### config.mk
export PLATFORM = sky130hd
export DESIGN_NAME = dual_wdt
export DESIGN_NICKNAME = d
export VERILOG_FILES = /design/src/rtl/wdt_pkg.sv /design/src/rtl/wdt_counter.sv /design/src/rtl/wdt_datapath.sv /design/src/rtl/wdt_control.sv /design/src/rtl/dual_wdt.sv
export SDC_FILE = /design/constraint.sdc
export NUM_CORES = 1
export LEC_CHECK = 0
export ABC_CLOCK_PERIOD_IN_PS = 6770
export BUFFER_PORTS_ARGS = -buffer_cell sky130_fd_sc_hd__buf_2
export CORE_MARGIN = 2
export CORE_UTILIZATION = 61
export CTS_CLUSTER_DIAMETER = 30
export DETAILED_ROUTE_END_ITERATION = 6
export GPL_TIMING_DRIVEN = 1
export PLACE_DENSITY_LB_ADDON = 0.08
export SKIP_CTS_REPAIR_TIMING = 1
export SYNTH_ARGS = -nofsm -noshare
export SYNTH_HDL_FRONTEND = slang
export SYNTH_HIERARCHICAL = 1
export SYNTH_SLANG_ARGS = --single-unit
### constraint.sdc
create_clock -name clk -period 6.77 [get_ports clk]
set_input_delay 1.0155 -clock clk [delete_from_list [all_inputs] [get_ports clk]]
set_output_delay 1.0155 -clock clk [all_outputs]
set_load 0.05 [all_outputs]
### src/rtl/wdt_pkg.sv
package wdt_pkg;

  // Register word offsets (byte address / 4)
  localparam int unsigned REG_CTRL    = 0;
  localparam int unsigned REG_RELOAD0 = 1;
  localparam int unsigned REG_RELOAD1 = 2;
  localparam int unsigned REG_COUNT0  = 3;
  localparam int unsigned REG_COUNT1  = 4;

  // Control register bit positions
  localparam int unsigned CB_RUN0  = 0;
  localparam int unsigned CB_RUN1  = 1;
  localparam int unsigned CB_LOAD0 = 2;
  localparam int unsigned CB_LOAD1 = 3;
  localparam int unsigned CB_EXP0  = 4;
  localparam int unsigned CB_EXP1  = 5;

  localparam int unsigned NUM_CNT = 2;

  // Strobes from control to datapath, one bit per counter
  typedef struct packed {
    logic [NUM_CNT-1:0] start;
    logic [NUM_CNT-1:0] stop;
    logic [NUM_CNT-1:0] load;
  } wdtStrobes_t;

endpackage

### src/rtl/wdt_counter.sv
module wdt_counter #(
  parameter int unsigned WIDTH = 32
) (
  input  logic             clk,
  input  logic             rstN,
  input  logic             start,
  input  logic             stop,
  input  logic             load,
  input  logic [WIDTH-1:0] reloadVal,
  output logic [WIDTH-1:0] count,
  output logic             running,
  output logic             expired
);

  localparam logic [WIDTH-1:0] ZERO = '0;
  localparam logic [WIDTH-1:0] ONE  = {{(WIDTH-1){1'b0}}, 1'b1};

  logic atZero;
  assign atZero = (count == ZERO);

  always_ff @(posedge clk or negedge rstN) begin
    if (!rstN) begin
      count   <= ZERO;
      running <= 1'b0;
      expired <= 1'b0;
    end else if (start) begin
      count   <= reloadVal;
      running <= 1'b1;
      expired <= 1'b0;
    end else begin
      if (stop) begin
        running <= 1'b0;
      end
      if (load) begin
        count   <= reloadVal;
        expired <= 1'b0;
      end else if (running && !stop && !expired) begin
        if (atZero) begin
          expired <= 1'b1;
        end else begin
          count <= count - ONE;
        end
      end
    end
  end

endmodule

### src/rtl/wdt_datapath.sv
module wdt_datapath
  import wdt_pkg::*;
#(
  parameter int unsigned DATA_W = 32,
  parameter int unsigned FIX_W  = 4
) (
  input  logic                     clk,
  input  logic                     rstN,
  input  wdtStrobes_t              strobes,
  input  logic [DATA_W-1:0]        reload0,
  input  logic [DATA_W-1:0]        reload1,
  output logic [DATA_W-1:0]        count0,
  output logic [DATA_W+FIX_W-1:0]  count1,
  output logic [NUM_CNT-1:0]       running,
  output logic [NUM_CNT-1:0]       expired
);

  localparam int unsigned CNT1_W = DATA_W + FIX_W;
  localparam logic [FIX_W-1:0] FIX_VAL = '1;

  logic [CNT1_W-1:0] reload1Full;
  assign reload1Full = {reload1, FIX_VAL};

  wdt_counter #(.WIDTH(DATA_W)) u_cnt0 (
    .clk       (clk),
    .rstN      (rstN),
    .start     (strobes.start[0]),
    .stop      (strobes.stop[0]),
    .load      (strobes.load[0]),
    .reloadVal (reload0),
    .count     (count0),
    .running   (running[0]),
    .expired   (expired[0])
  );

  wdt_counter #(.WIDTH(CNT1_W)) u_cnt1 (
    .clk       (clk),
    .rstN      (rstN),
    .start     (strobes.start[1]),
    .stop      (strobes.stop[1]),
    .load      (strobes.load[1]),
    .reloadVal (reload1Full),
    .count     (count1),
    .running   (running[1]),
    .expired   (expired[1])
  );

endmodule

### src/rtl/wdt_control.sv
module wdt_control
  import wdt_pkg::*;
#(
  parameter int unsigned DATA_W = 32,
  parameter int unsigned ADDR_W = 5
) (
  input  logic                clk,
  input  logic                rstN,
  input  logic                busSel,
  input  logic                busEn,
  input  logic                busWrite,
  input  logic [ADDR_W-1:0]   busAddr,
  input  logic [DATA_W-1:0]   busWdata,
  output logic [DATA_W-1:0]   busRdata,
  input  logic [NUM_CNT-1:0]  running,
  input  logic [NUM_CNT-1:0]  expired,
  input  logic [DATA_W-1:0]   count0,
  input  logic [DATA_W-1:0]   count1Hi,
  output wdtStrobes_t         strobes,
  output logic [DATA_W-1:0]   reload0,
  output logic [DATA_W-1:0]   reload1
);

  localparam logic [ADDR_W-1:0] A_CTRL    = ADDR_W'(REG_CTRL    * 4);
  localparam logic [ADDR_W-1:0] A_RELOAD0 = ADDR_W'(REG_RELOAD0 * 4);
  localparam logic [ADDR_W-1:0] A_RELOAD1 = ADDR_W'(REG_RELOAD1 * 4);
  localparam logic [ADDR_W-1:0] A_COUNT0  = ADDR_W'(REG_COUNT0  * 4);
  localparam logic [ADDR_W-1:0] A_COUNT1  = ADDR_W'(REG_COUNT1  * 4);

  logic wrAccess;
  logic wrCtrl;
  logic wrReload0;
  logic wrReload1;

  assign wrAccess  = busSel && busEn && busWrite;
  assign wrCtrl    = wrAccess && (busAddr == A_CTRL);
  assign wrReload0 = wrAccess && (busAddr == A_RELOAD0);
  assign wrReload1 = wrAccess && (busAddr == A_RELOAD1);

  // Strobe generation, one lane per counter
  for (genvar i = 0; i < NUM_CNT; i++) begin : g_lane
    assign strobes.start[i] = wrCtrl &&  busWdata[CB_RUN0 + i];
    assign strobes.stop[i]  = wrCtrl && !busWdata[CB_RUN0 + i];
    assign strobes.load[i]  = wrCtrl &&  busWdata[CB_LOAD0 + i];
  end

  always_ff @(posedge clk or negedge rstN) begin
    if (!rstN) begin
      reload0 <= '0;
      reload1 <= '0;
    end else begin
      if (wrReload0) reload0 <= busWdata;
      if (wrReload1) reload1 <= busWdata;
    end
  end

  logic [DATA_W-1:0] ctrlRead;
  always_comb begin
    ctrlRead = '0;
    ctrlRead[CB_RUN0] = running[0];
    ctrlRead[CB_RUN1] = running[1];
    ctrlRead[CB_EXP0] = expired[0];
    ctrlRead[CB_EXP1] = expired[1];
  end

  always_comb begin
    busRdata = '0;
    if (busSel && !busWrite) begin
      case (busAddr)
        A_CTRL:    busRdata = ctrlRead;
        A_RELOAD0: busRdata = reload0;
        A_RELOAD1: busRdata = reload1;
        A_COUNT0:  busRdata = count0;
        A_COUNT1:  busRdata = count1Hi;
        default:   busRdata = '0;
      endcase
    end
  end

endmodule

### src/rtl/dual_wdt.sv
module dual_wdt
  import wdt_pkg::*;
#(
  parameter int unsigned DATA_W = 32,
  parameter int unsigned FIX_W  = 4,
  parameter int unsigned ADDR_W = 5
) (
  input  logic              clk,
  input  logic              rstN,
  input  logic              busSel,
  input  logic              busEn,
  input  logic              busWrite,
  input  logic [ADDR_W-1:0] busAddr,
  input  logic [DATA_W-1:0] busWdata,
  output logic [DATA_W-1:0] busRdata,
  output logic              irq,
  output logic              wdOut0N,
  output logic              wdOut1N
);

  localparam int unsigned CNT1_W = DATA_W + FIX_W;

  wdtStrobes_t         strobes;
  logic [DATA_W-1:0]   reload0;
  logic [DATA_W-1:0]   reload1;
  logic [DATA_W-1:0]   count0;
  logic [CNT1_W-1:0]   count1;
  logic [NUM_CNT-1:0]  running;
  logic [NUM_CNT-1:0]  expired;

  wdt_control #(.DATA_W(DATA_W), .ADDR_W(ADDR_W)) u_ctrl (
    .clk      (clk),
    .rstN     (rstN),
    .busSel   (busSel),
    .busEn    (busEn),
    .busWrite (busWrite),
    .busAddr  (busAddr),
    .busWdata (busWdata),
    .busRdata (busRdata),
    .running  (running),
    .expired  (expired),
    .count0   (count0),
    .count1Hi (count1[CNT1_W-1 -: DATA_W]),
    .strobes  (strobes),
    .reload0  (reload0),
    .reload1  (reload1)
  );

  wdt_datapath #(.DATA_W(DATA_W), .FIX_W(FIX_W)) u_dp (
    .clk     (clk),
    .rstN    (rstN),
    .strobes (strobes),
    .reload0 (reload0),
    .reload1 (reload1),
    .count0  (count0),
    .count1  (count1),
    .running (running),
    .expired (expired)
  );

  assign irq     = expired[0];
  assign wdOut0N = ~expired[0];
  assign wdOut1N = ~expired[1];

endmodule

# Word level (Yosys, flattened, before mapping)

Cells that the tools add are included.

Logic and storage cells: 76
Input bits: 42
Bits in registers: 136

Bitwise gates (word level): 2
Equal/unequal tests: 6
$add $sub $neg: 2
Reductions and logical operators: 36
Mux-type cells: 22

Operator list:

| kind                    | count |
|---|---|
| $mux W32                | 5 |
| $pmux W32 S5            | 1 |
| $mux W36                | 4 |
| $logic_not A36 Y1       | 1 |
| $sub A36 B1 Y36 const B | 1 |
| $logic_not A32 Y1       | 1 |
| $sub A32 B1 Y32 const B | 1 |
| $logic_and A1 B1 Y1     | 16 |
| $mux W1                 | 12 |
| $reduce_bool A3 Y1      | 4 |
| $eq A5 B4 Y1 const B    | 2 |
| $reduce_and A2 Y1       | 4 |
| $logic_not A1 Y1        | 7 |
| $ne A3 B3 Y1 const B    | 2 |
| $eq A5 B3 Y1 const B    | 1 |
| $eq A5 B5 Y1 const B    | 1 |
| $logic_not A5 Y1        | 1 |
| $reduce_bool A2 Y1      | 2 |
| $not A1 Y1              | 2 |

# Longest topological paths before layout

Gate-level depths: netlist (run 1).

Word-level depth: 10
Gate-level depth with buffers: 11
Mapped depth without buffers: 8

# Cells and area by module

Netlist (run 1), hierarchy kept.

By module, submodules not included:

| module                    | times used | cells each | sequential area each (sq um) | area each (sq um) |
|---|---|---|---|---|
| wdt_control               | 1          | 367        | 1601.5                       | 3993.8 |
| wdt_counter (u_dp.u_cnt1) | 1          | 303        | 950.9                        | 2533.7 |
| wdt_counter (u_dp.u_cnt0) | 1          | 234        | 850.8                        | 2078.2 |
| dual_wdt                  | 1          | 2          | 0.0                          | 7.5 |
| wdt_datapath              | 1          | 1          | 0.0                          | 3.8 |

# Least setup slack after synthesis (run 1)

No wires, ideal clock.

Kind: input port to flip-flop
From: in busAddr[3]
To: reg u_dp.u_cnt0.count[31]
Cell stages on the path: 10
Required time: 6688 ps
Arrival time: 3750 ps
Path buffers: 3
Path slack: 2938 ps
Cell sequence: clkbuf_1 > clkbuf_1 > nor4_1 > nor2b_1 > or4b_2 > or2_1 > or4_1 > clkbuf_1 > or3_1 > a31oi_1

RTL lines:

| item                 | RTL line          | text |
|---|---|---|
| from (decl)          | dual_wdt.sv:13    | `input logic [ADDR_W-1:0] busAddr,` |
| to (signal assigned) | wdt_counter.sv:27 | `count <= reloadVal;` |
| to (signal assigned) | wdt_counter.sv:35 | `count <= reloadVal;` |
| to (signal assigned) | wdt_counter.sv:41 | `count <= count - ONE;` |
| to (decl)            | wdt_counter.sv:10 | `output logic [WIDTH-1:0] count,` |

# Worst setup path after layout (run 1)

From: in busAddr[3]
To: out busRdata[31]

Cells in the longest elaborated chain, start to end: 3
Elaborated cells between the ends (all ways): 7
Those cells by class: eq/ne: 4; mux: 2; reduce/logical: 1

RTL lines:

| item                                 | RTL line          | text |
|---|---|---|
| $eq A5 B5 Y1 (tied with other cells) | wdt_control.sv:69 | `case (busAddr)` |
| $pmux W32 S5 *                       | wdt_control.sv:69 |  |
| $mux W32 *                           | wdt_control.sv:68 | `if (busSel && !busWrite) begin` |
| to (decl)                            | dual_wdt.sv:15    | `output logic [DATA_W-1:0] busRdata,` |

Mark *: on every way between the ends. The rest lies on a longest branch, timed or not.

==> results of run 1 <==
## flip-flops by register name (all words and copies together) (netlist names)
register	count
u_dp/u_cnt1/count	36
u_dp/u_cnt1/expired	1
u_dp/u_cnt0/count	32
u_dp/u_cnt1/running	1
u_dp/u_cnt0/expired	1
u_ctrl/reload1	32
u_dp/u_cnt0/running	1
u_ctrl/reload0	32
## power by group through the flow
stage          Sequential, mW  Combinational (mW)  Clock, mW
2_1_floorplan            1.13               0.584          0
3_5_place_dp             1.21               0.764          0
3_3_place_gp             1.20               0.736          0
5_1_grt                  1.23               0.863      0.931
4_1_cts                  1.19               0.774      0.893
6_report                 1.20               0.793      0.883
## worst min-delay path, delay by kind of cell, from the launching register on
kind             cells  cell delay, ns
DFF                  1            0.36
and+or+nand+nor      2            0.11
## per-layer routing
metal | vias to the layer above | GRT usage [%]
met5 | - | 0
met4 | 0 | 10.78
met3 | 40 | 6.320
met2 | 369 | 50.69
met1 | 3817 | 51.38
li1 | 3509 | -
## logic make-up after synthesis
| logic type | count (synthesis) |
|---|---|
| compound gates | 197 |
| buf+inv | 77 |
| simple gates | 386 |
| xor+xnor | 7 |
| fa+ha+maj | 3 |
| other cells | 1 |
| mux | 100 |
| flops | 136 |
## per-stage QoR
| stage | total power [mW] | instance area [sq um] | instances |
|---|---|---|---|
| 2_1_floorplan | 1.712 | 8628 | 910 |
| 3_3_place_gp | 1.935 | 9002 | 1112 |
| 3_5_place_dp | 1.970 | 9002 | 1112 |
| 4_1_cts | 2.861 | 9557 | 1144 |
| 5_1_grt | 3.026 | 9557 | 1144 |
| 6_report | 2.880 | 9557 | 1144 |
## final cells by class
type	count	area share [%]
clock buffer	18	4.491
inverter	13	0.5106
clock inverter	14	1.309
timing repair buffer	86	4.831
sequential	136	35.61
multi-input combinational	697	50.89
tap	180	2.357
## path summary, 6_finish.rpt
check / endpoint / slack, ns / cells after the start
max: busRdata[31] / 2.51 / 5
min: u_dp/u_cnt1/count[27]$_DFFE_PN0P_ / 0.51 / 2
max reg2reg: u_dp/u_cnt0/count[5]$_DFFE_PN0P_ / 3.56 / 7
min reg2reg: u_dp/u_cnt1/count[27]$_DFFE_PN0P_ / 0.51 / 2
max in group asynchronous: u_dp/u_cnt1/expired$_DFFE_PN0P_ / 4.88 / 2
min in group asynchronous: u_dp/u_cnt0/count[25]$_DFFE_PN0P_ / 0.61 / 1
## synthesized netlist by cell type (all sizes together), types with 3 or more instances
library cell  count
or4b              3
a31oi            42
nand2b            4
xnor2             7
and3              9
o211ai            9
o41ai             5
a21oi            39
nand3b            4
a32oi             6
or2               7
dfrtp           136
nor4             15
nand4b            5
clkbuf           39
or4              38
and3b            56
nand3            24
buf              25
ha                3
nor4b             5
and4              3
a221o             5
o311ai            3
and2              5
nor2b             4
nor2             76
nand2            72
nor3             18
nand4            12
o21ai            52
or3              23
o31ai            19
mux2            100
inv              13
==> reports/qor.csv, run 1 <==
stage;metric;value;unit
outcome;status;finished, final reports clean;
worst_setup_path;cp-startpoint;busAddr[3];
synth;ys_warn_count;6;
routing;vias_per_cell;6.761;
sta;rsz0062_at_grt;false;
floorplan;die_y;122.9;um
hold_path;hold_path_class;flop to flop;
sta;hold_viol;0;
pwr;p_sw;1.081;mW
place;dpl_worst_slack;2.353;ns
synth;synthSimpleGateAreaFrac;27.11;%
finish;final_common_cell;dfrtp_1;
worst_setup_path;regToRegStartpoint;u_dp/u_cnt0/count[0]$_DFFE_PN0P_;
pwr;seq_power_share;41.8;%
worst_setup_path;slowest_stage;nand2_1;
global_routing;antenna_found_initial;0;
global_routing;grt_max_degree;78;
synth;synth_area_leaders;dfrtp_1 39%, mux2_2 13%, and3b_1 5.7%;
global_routing;grt_pass1_vias;7140;
sta;period_share;62.86;%
synth;synth_cell_types;70;
worst_setup_path;critPathRequiredTime;5.75;ns
routing;routed-wl-met3;1.823;mm
synth;ys.flop_type;dfrtp_1;
sta;worst_slack;2.514;ns
sta;slew_headroom;29.09;%
sta;tightestPinTransition;1.061;ns
finish;nNetsFinal;996;
worst_setup_path;worstSetupPathType;primary input to primary output;
global_routing;grt_usage;34.44;%
synth;netlist_instances;907;
pwr;leakagePower;4.423;nW
sta;finalWorstPathRequiredPeriod;4.256;ns
synth;synth_top_area_share;39.49;%
pwr;p_int;1.799;mW
synth;synth_edf_count;0;
synth;ys_async_sr_fraction;100.0;%
pwr;swShare;37.52;%
sta;timing.fmax;235.0;MHz
place;io_buffer_count;76;
hold_path;hold_path_startpoint;u_ctrl/reload1[23]$_DFFE_PN0P_;
synth;synth_seq_area_share;39.49;%
place;dp_hpwl;17.00;mm
worst_setup_path;arrival;3.24;ns
finish;register_area;0.003403;sq mm
routing;wl;25.07;mm
run;maxCapViolations;0;
synth;synth-compound-area-share;14.77;%
worst_setup_path;crit_path_start_kind;primary input;
clock_tree;clock_sinks;136;
floorplan;pin_count;77;
synth;ys_ff_latch;136;
finish;layout_common_cells;136 x dfrtp_1, 96 x mux2_2, 75 x buf_2;
clock_tree;ctsRootBufferMaster;clkbuf_16;
floorplan;start_util;62.32;%
clock_tree;cts_max_level;4;
worst_setup_path;crit_chain;buf_2 -> o21ai_0 -> nand2_1 -> a21oi_1 -> buf_2;
clock_tree;clockBufferDepth;2;
routing;wire_per_inst;21.92;um
routing;met1_length;11.46;mm
place;gp_congestion;1.006;
sta;setup_violations;0;
floorplan;core;0.01383;sq mm
clock_tree;tritoncts;built;
routing;firstDrtPassIters;6;
synth;synth_fa_ha_area_share;0.4356;%
finish;num_antenna_cells;0;
worst_setup_path;max_stage_delay;0.82;ns
routing;drt-initial-drc-count;996;
finish;final_util;69.12;%
synth;synth.largest_area_cell;dfrtp_1;
pwr;power_frac_clock;30.7;%
finish;n_fill_cell;1088;
sta;fin_tns_setup;0;ns
sta;timing.hold.ws;0.5080;ns
finish;layout-drive-gt1-share;25.41;%
routing;vias;7735;
routing;ant_nets;0;
routing;wl_met2;11.30;mm
sta;slew_viol_final;0;
pwr;peakVddDrop;0.0001852;V
pwr;comb_power_share;27.5;%
synth;synthesis.area;0.008617;sq mm
worst_setup_path;cpLargestDelayFamily;buffers and inverters;
finish;area_growth;10.90;%
synth;synth_xor_area_share;0.7115;%
global_routing;grt_overflow;0;
floorplan;num_rows;43;
synth;synth.area.mux_share;13.07;%
worst_setup_path;critPathMaxFanout;65;
floorplan;die-area;0.01509;sq mm
synth;synth_top_family_by_area;simple AND/OR/NAND/NOR gates;
sta;fin_worst_skew;0.009076;ns
finish;multiInputGateArea;0.004863;sq mm
routing;top_layer;met4;
clock_tree;clk_pin_slew;0.06;ns
global_routing;grt_pass1_wl;39.58;mm
pwr;power-per-cell-area;301.3;mW/mm^2
synth;syn_avg_cell_area;9.501;sq um
worst_setup_path;crit_top_cell;buf_2;
routing;drcViolationCount;0;
worst_setup_path;crit_buf_inv;2;
clock_tree;cts_buffers;17;
clock_tree;insertion_delay;0.43;ns
worst_setup_path;critPathCaptureType;primary output;
floorplan;die_w;122.9;um
Power figures use the tool's default switching activity.
==> run 2: changes to the inputs <==
--- a/config.mk
+++ b/config.mk
@@ -5,7 +5,7 @@
 export SDC_FILE = /design/constraint.sdc
 export NUM_CORES = 1
 export LEC_CHECK = 0
-export ABC_CLOCK_PERIOD_IN_PS = 6770
+export ABC_CLOCK_PERIOD_IN_PS = 4200
 export BUFFER_PORTS_ARGS = -buffer_cell sky130_fd_sc_hd__buf_2
 export CORE_MARGIN = 2
 export CORE_UTILIZATION = 61
==> constraint.sdc (replaced) <==
create_clock -name clk -period 4.2 [get_ports clk]
set_input_delay 0.63 -clock clk [delete_from_list [all_inputs] [get_ports clk]]
set_output_delay 0.63 -clock clk [all_outputs]
set_load 0.05 [all_outputs]
==> run 2 against run 1 <==
  * The run now ends with DRC left
  * Setup slack lost 1.5 ns
  * Routed wire length decreased by 0.47%
  * Combinational power is 64% higher
  * Die area unchanged
  * Clock skew about the same
  * Flip-flop and latch count unchanged
  * Total power increased by 63%
  * Non-clock buffer count up 5
  * Core utilization grew 0.41 points
  * Sequential share of layout area is 0.21 points lower
  * Clock power grew 65%
  * Count of clock-buffer cells in the layout up 3
  * Largest cell class unchanged
==> reports/qor.csv, run 2 (synthesized netlist as in run 1, its figures left out) <==
stage;metric;value;unit;change
outcome;status;complete, but fails checks;;
outcome;violations;DRC;;
clock_tree;clk_pin_slew;0.06;ns;about the same
worst_setup_path;critPathRequiredTime;4.55;ns;-1.20 ns
routing;drt-initial-drc-count;924;;-7.2%
sta;period_share;75.40;%;
finish;layout_common_cells;136 x dfrtp_1, 96 x mux2_2, 75 x buf_2;;
sta;fin_worst_skew;0.009279;ns;+0.0002035 ns
sta;slew_viol_final;0;;unchanged
worst_setup_path;crit_chain;inv_1 -> ha_1 -> or4b_4 -> or4_4 -> o31ai_2 -> o21ai_0 -> a31oi_1;;
worst_setup_path;critPathCaptureType;flop;;
routing;wire_per_inst;21.72;um;-0.90%
floorplan;core;0.01383;sq mm;unchanged
finish;largest_register_ffs;36;;unchanged
worst_setup_path;crit_path_start_kind;flop;;
clock_tree;cts_buffers;17;;unchanged
routing;routed-wl-met3;2.088;mm;+15%
finish;top_register;u_dp/u_cnt1/count;;
sta;timing.fmax;315.8;MHz;
routing;wl_met2;11.43;mm;+1.1%
worst_setup_path;slowest_stage;o31ai_2;;
finish;area_growth;11.56;%;
floorplan;num_rows;43;;unchanged
clock_tree;cts_max_level;4;;unchanged
pwr;power_frac_clock;31.1;%;+0.4 points
pwr;power-per-cell-area;488.0;mW/mm^2;+62%
worst_setup_path;crit_buf_inv;1;;-1
place;dp_hpwl;17.12;mm;+0.70%
sta;hold_viol;0;;unchanged
pwr;seq_power_share;41.2;%;-0.6 points
global_routing;grt_overflow;0;;unchanged
finish;n_fill_cell;1067;;-1.9%
floorplan;start_util;62.32;%;unchanged
finish;num_antenna_cells;0;;unchanged
sta;fin_tns_setup;0;ns;unchanged
routing;top_layer;met4;;
global_routing;antenna_found_initial;0;;unchanged
place;io_buffer_count;76;;unchanged
floorplan;die_y;122.9;um;unchanged
hold_path;hold_path_class;primary input to async pin;;
sta;tightestPinTransition;1.245;ns;+0.1842 ns
place;gp_congestion;0.9679;;-3.7%
worst_setup_path;max_stage_delay;0.82;ns;about the same
pwr;leakagePower;4.458;nW;+0.78%
clock_tree;clockBufferDepth;2;;unchanged
sta;setup_violations;0;;unchanged
sta;finalWorstPathRequiredPeriod;3.167;ns;
clock_tree;tritoncts;built;;
worst_setup_path;cpLargestDelayFamily;compound AO/OA/AOI/OAI gates;;
sta;slew_headroom;16.78;%;-12 points
worst_setup_path;worstSetupPathType;flop to flop;;
global_routing;grt_pass1_wl;38.78;mm;-2.0%
run;maxCapViolations;0;;unchanged
finish;layout-drive-gt1-share;25.59;%;+0.18 points
clock_tree;insertion_delay;0.43;ns;about the same
floorplan;pin_count;77;;unchanged
pwr;comb_power_share;27.6;%;about the same
global_routing;grt_pass1_vias;7088;;-0.73%
pwr;peakVddDrop;0.0004430;V;+140%
routing;wl;24.96;mm;-0.47%
routing;drcViolationCount;3;;+3
pwr;p_sw;1.714;mW;+59%
floorplan;die-area;0.01509;sq mm;unchanged
clock_tree;clock_sinks;136;;unchanged
worst_setup_path;critPathMaxFanout;15;;-77%
routing;vias;7788;;+0.69%
pwr;swShare;36.54;%;-0.99 points
routing;firstDrtPassIters;7;;+1
global_routing;grt_max_degree;102;;+31%
pwr;p_int;2.977;mW;+65%
pwr;total_power;4.692;mW;+63%
global_routing;grt_usage;33.75;%;-0.69 points
floorplan;die_w;122.9;um;unchanged
finish;nNetsFinal;1001;;+0.50%
finish;final_common_cell;dfrtp_1;;
clock_tree;ctsRootBufferMaster;clkbuf_16;;
sta;rsz0062_at_grt;false;;
routing;ant_nets;0;;unchanged
routing;met1_length;11.09;mm;-3.2%
routing;vias_per_cell;6.778;;+0.25%
worst_setup_path;arrival;3.51;ns;+0.27 ns
run 2: area by class of cell:
class | count | area [sq um] | area share [%]
inverters | 13 | 48.80 | 0.5076
multi-input cells | 697 | 4863 | 50.59
clock inverters | 11 | 122.6 | 1.276
well taps | 180 | 225.2 | 2.343
flip-flops and latches | 136 | 3403 | 35.40
clock buffers | 21 | 450.4 | 4.686
repair buffers | 91 | 499.2 | 5.193
run 2: final timing paths:
| kind | start | to | cells past startpoint | slack, ns |
|---|---|---|---|---|
| worst max-delay path | u_dp/u_cnt0/count[0]$_DFFE_PN0P_ | u_dp/u_cnt0/count[9]$_DFFE_PN0P_ | 7 | 1.03 |
| worst min-delay path | rstN | u_ctrl/reload0[26]$_DFFE_PN0P_ | 1 | 0.33 |
| worst max register to register | u_dp/u_cnt0/count[0]$_DFFE_PN0P_ | u_dp/u_cnt0/count[9]$_DFFE_PN0P_ | 7 | 1.03 |
| worst min register to register | u_ctrl/reload0[0]$_DFFE_PN0P_ | u_dp/u_cnt0/count[0]$_DFFE_PN0P_ | 2 | 0.50 |
| max in group asynchronous | rstN | u_dp/u_cnt1/count[20]$_DFFE_PN0P_ | 2 | 2.99 |
| min in group clk | busWdata[20] | u_ctrl/reload0[20]$_DFFE_PN0P_ | 2 | 0.45 |
run 2: per-layer routing:
metal	track usage [%]	vias to the layer above
met1	50.57	3844
met5	0	-
met2	50.10	389
met4	8.908	0
met3	6.366	30
li1	-	3525
run 2: per-stage QoR:
step           util (%)  setup WS (ns)  hold WS (ns)  instance area (sq um)  cells
2_1_floorplan         -         0.7538        0.3344                   8628    910
3_3_place_gp      65.38         0.7432        0.4824                   9040   1117
3_5_place_dp      65.38         0.7128        0.4858                   9040   1117
4_1_cts           69.52          1.080        0.3660                   9613   1149
5_1_grt           69.52         0.8534        0.3982                   9613   1149
6_report          69.52          1.033        0.3340                   9613   1149
run 2: power by group through the flow:
stage	sequential, mW	clock [mW]	combinational [mW]
2_1_floorplan	1.82	0	0.941
3_3_place_gp	1.91	0	1.20
3_5_place_dp	1.93	0	1.24
4_1_cts	1.92	1.48	1.26
5_1_grt	1.97	1.54	1.40
6_report	1.93	1.46	1.30
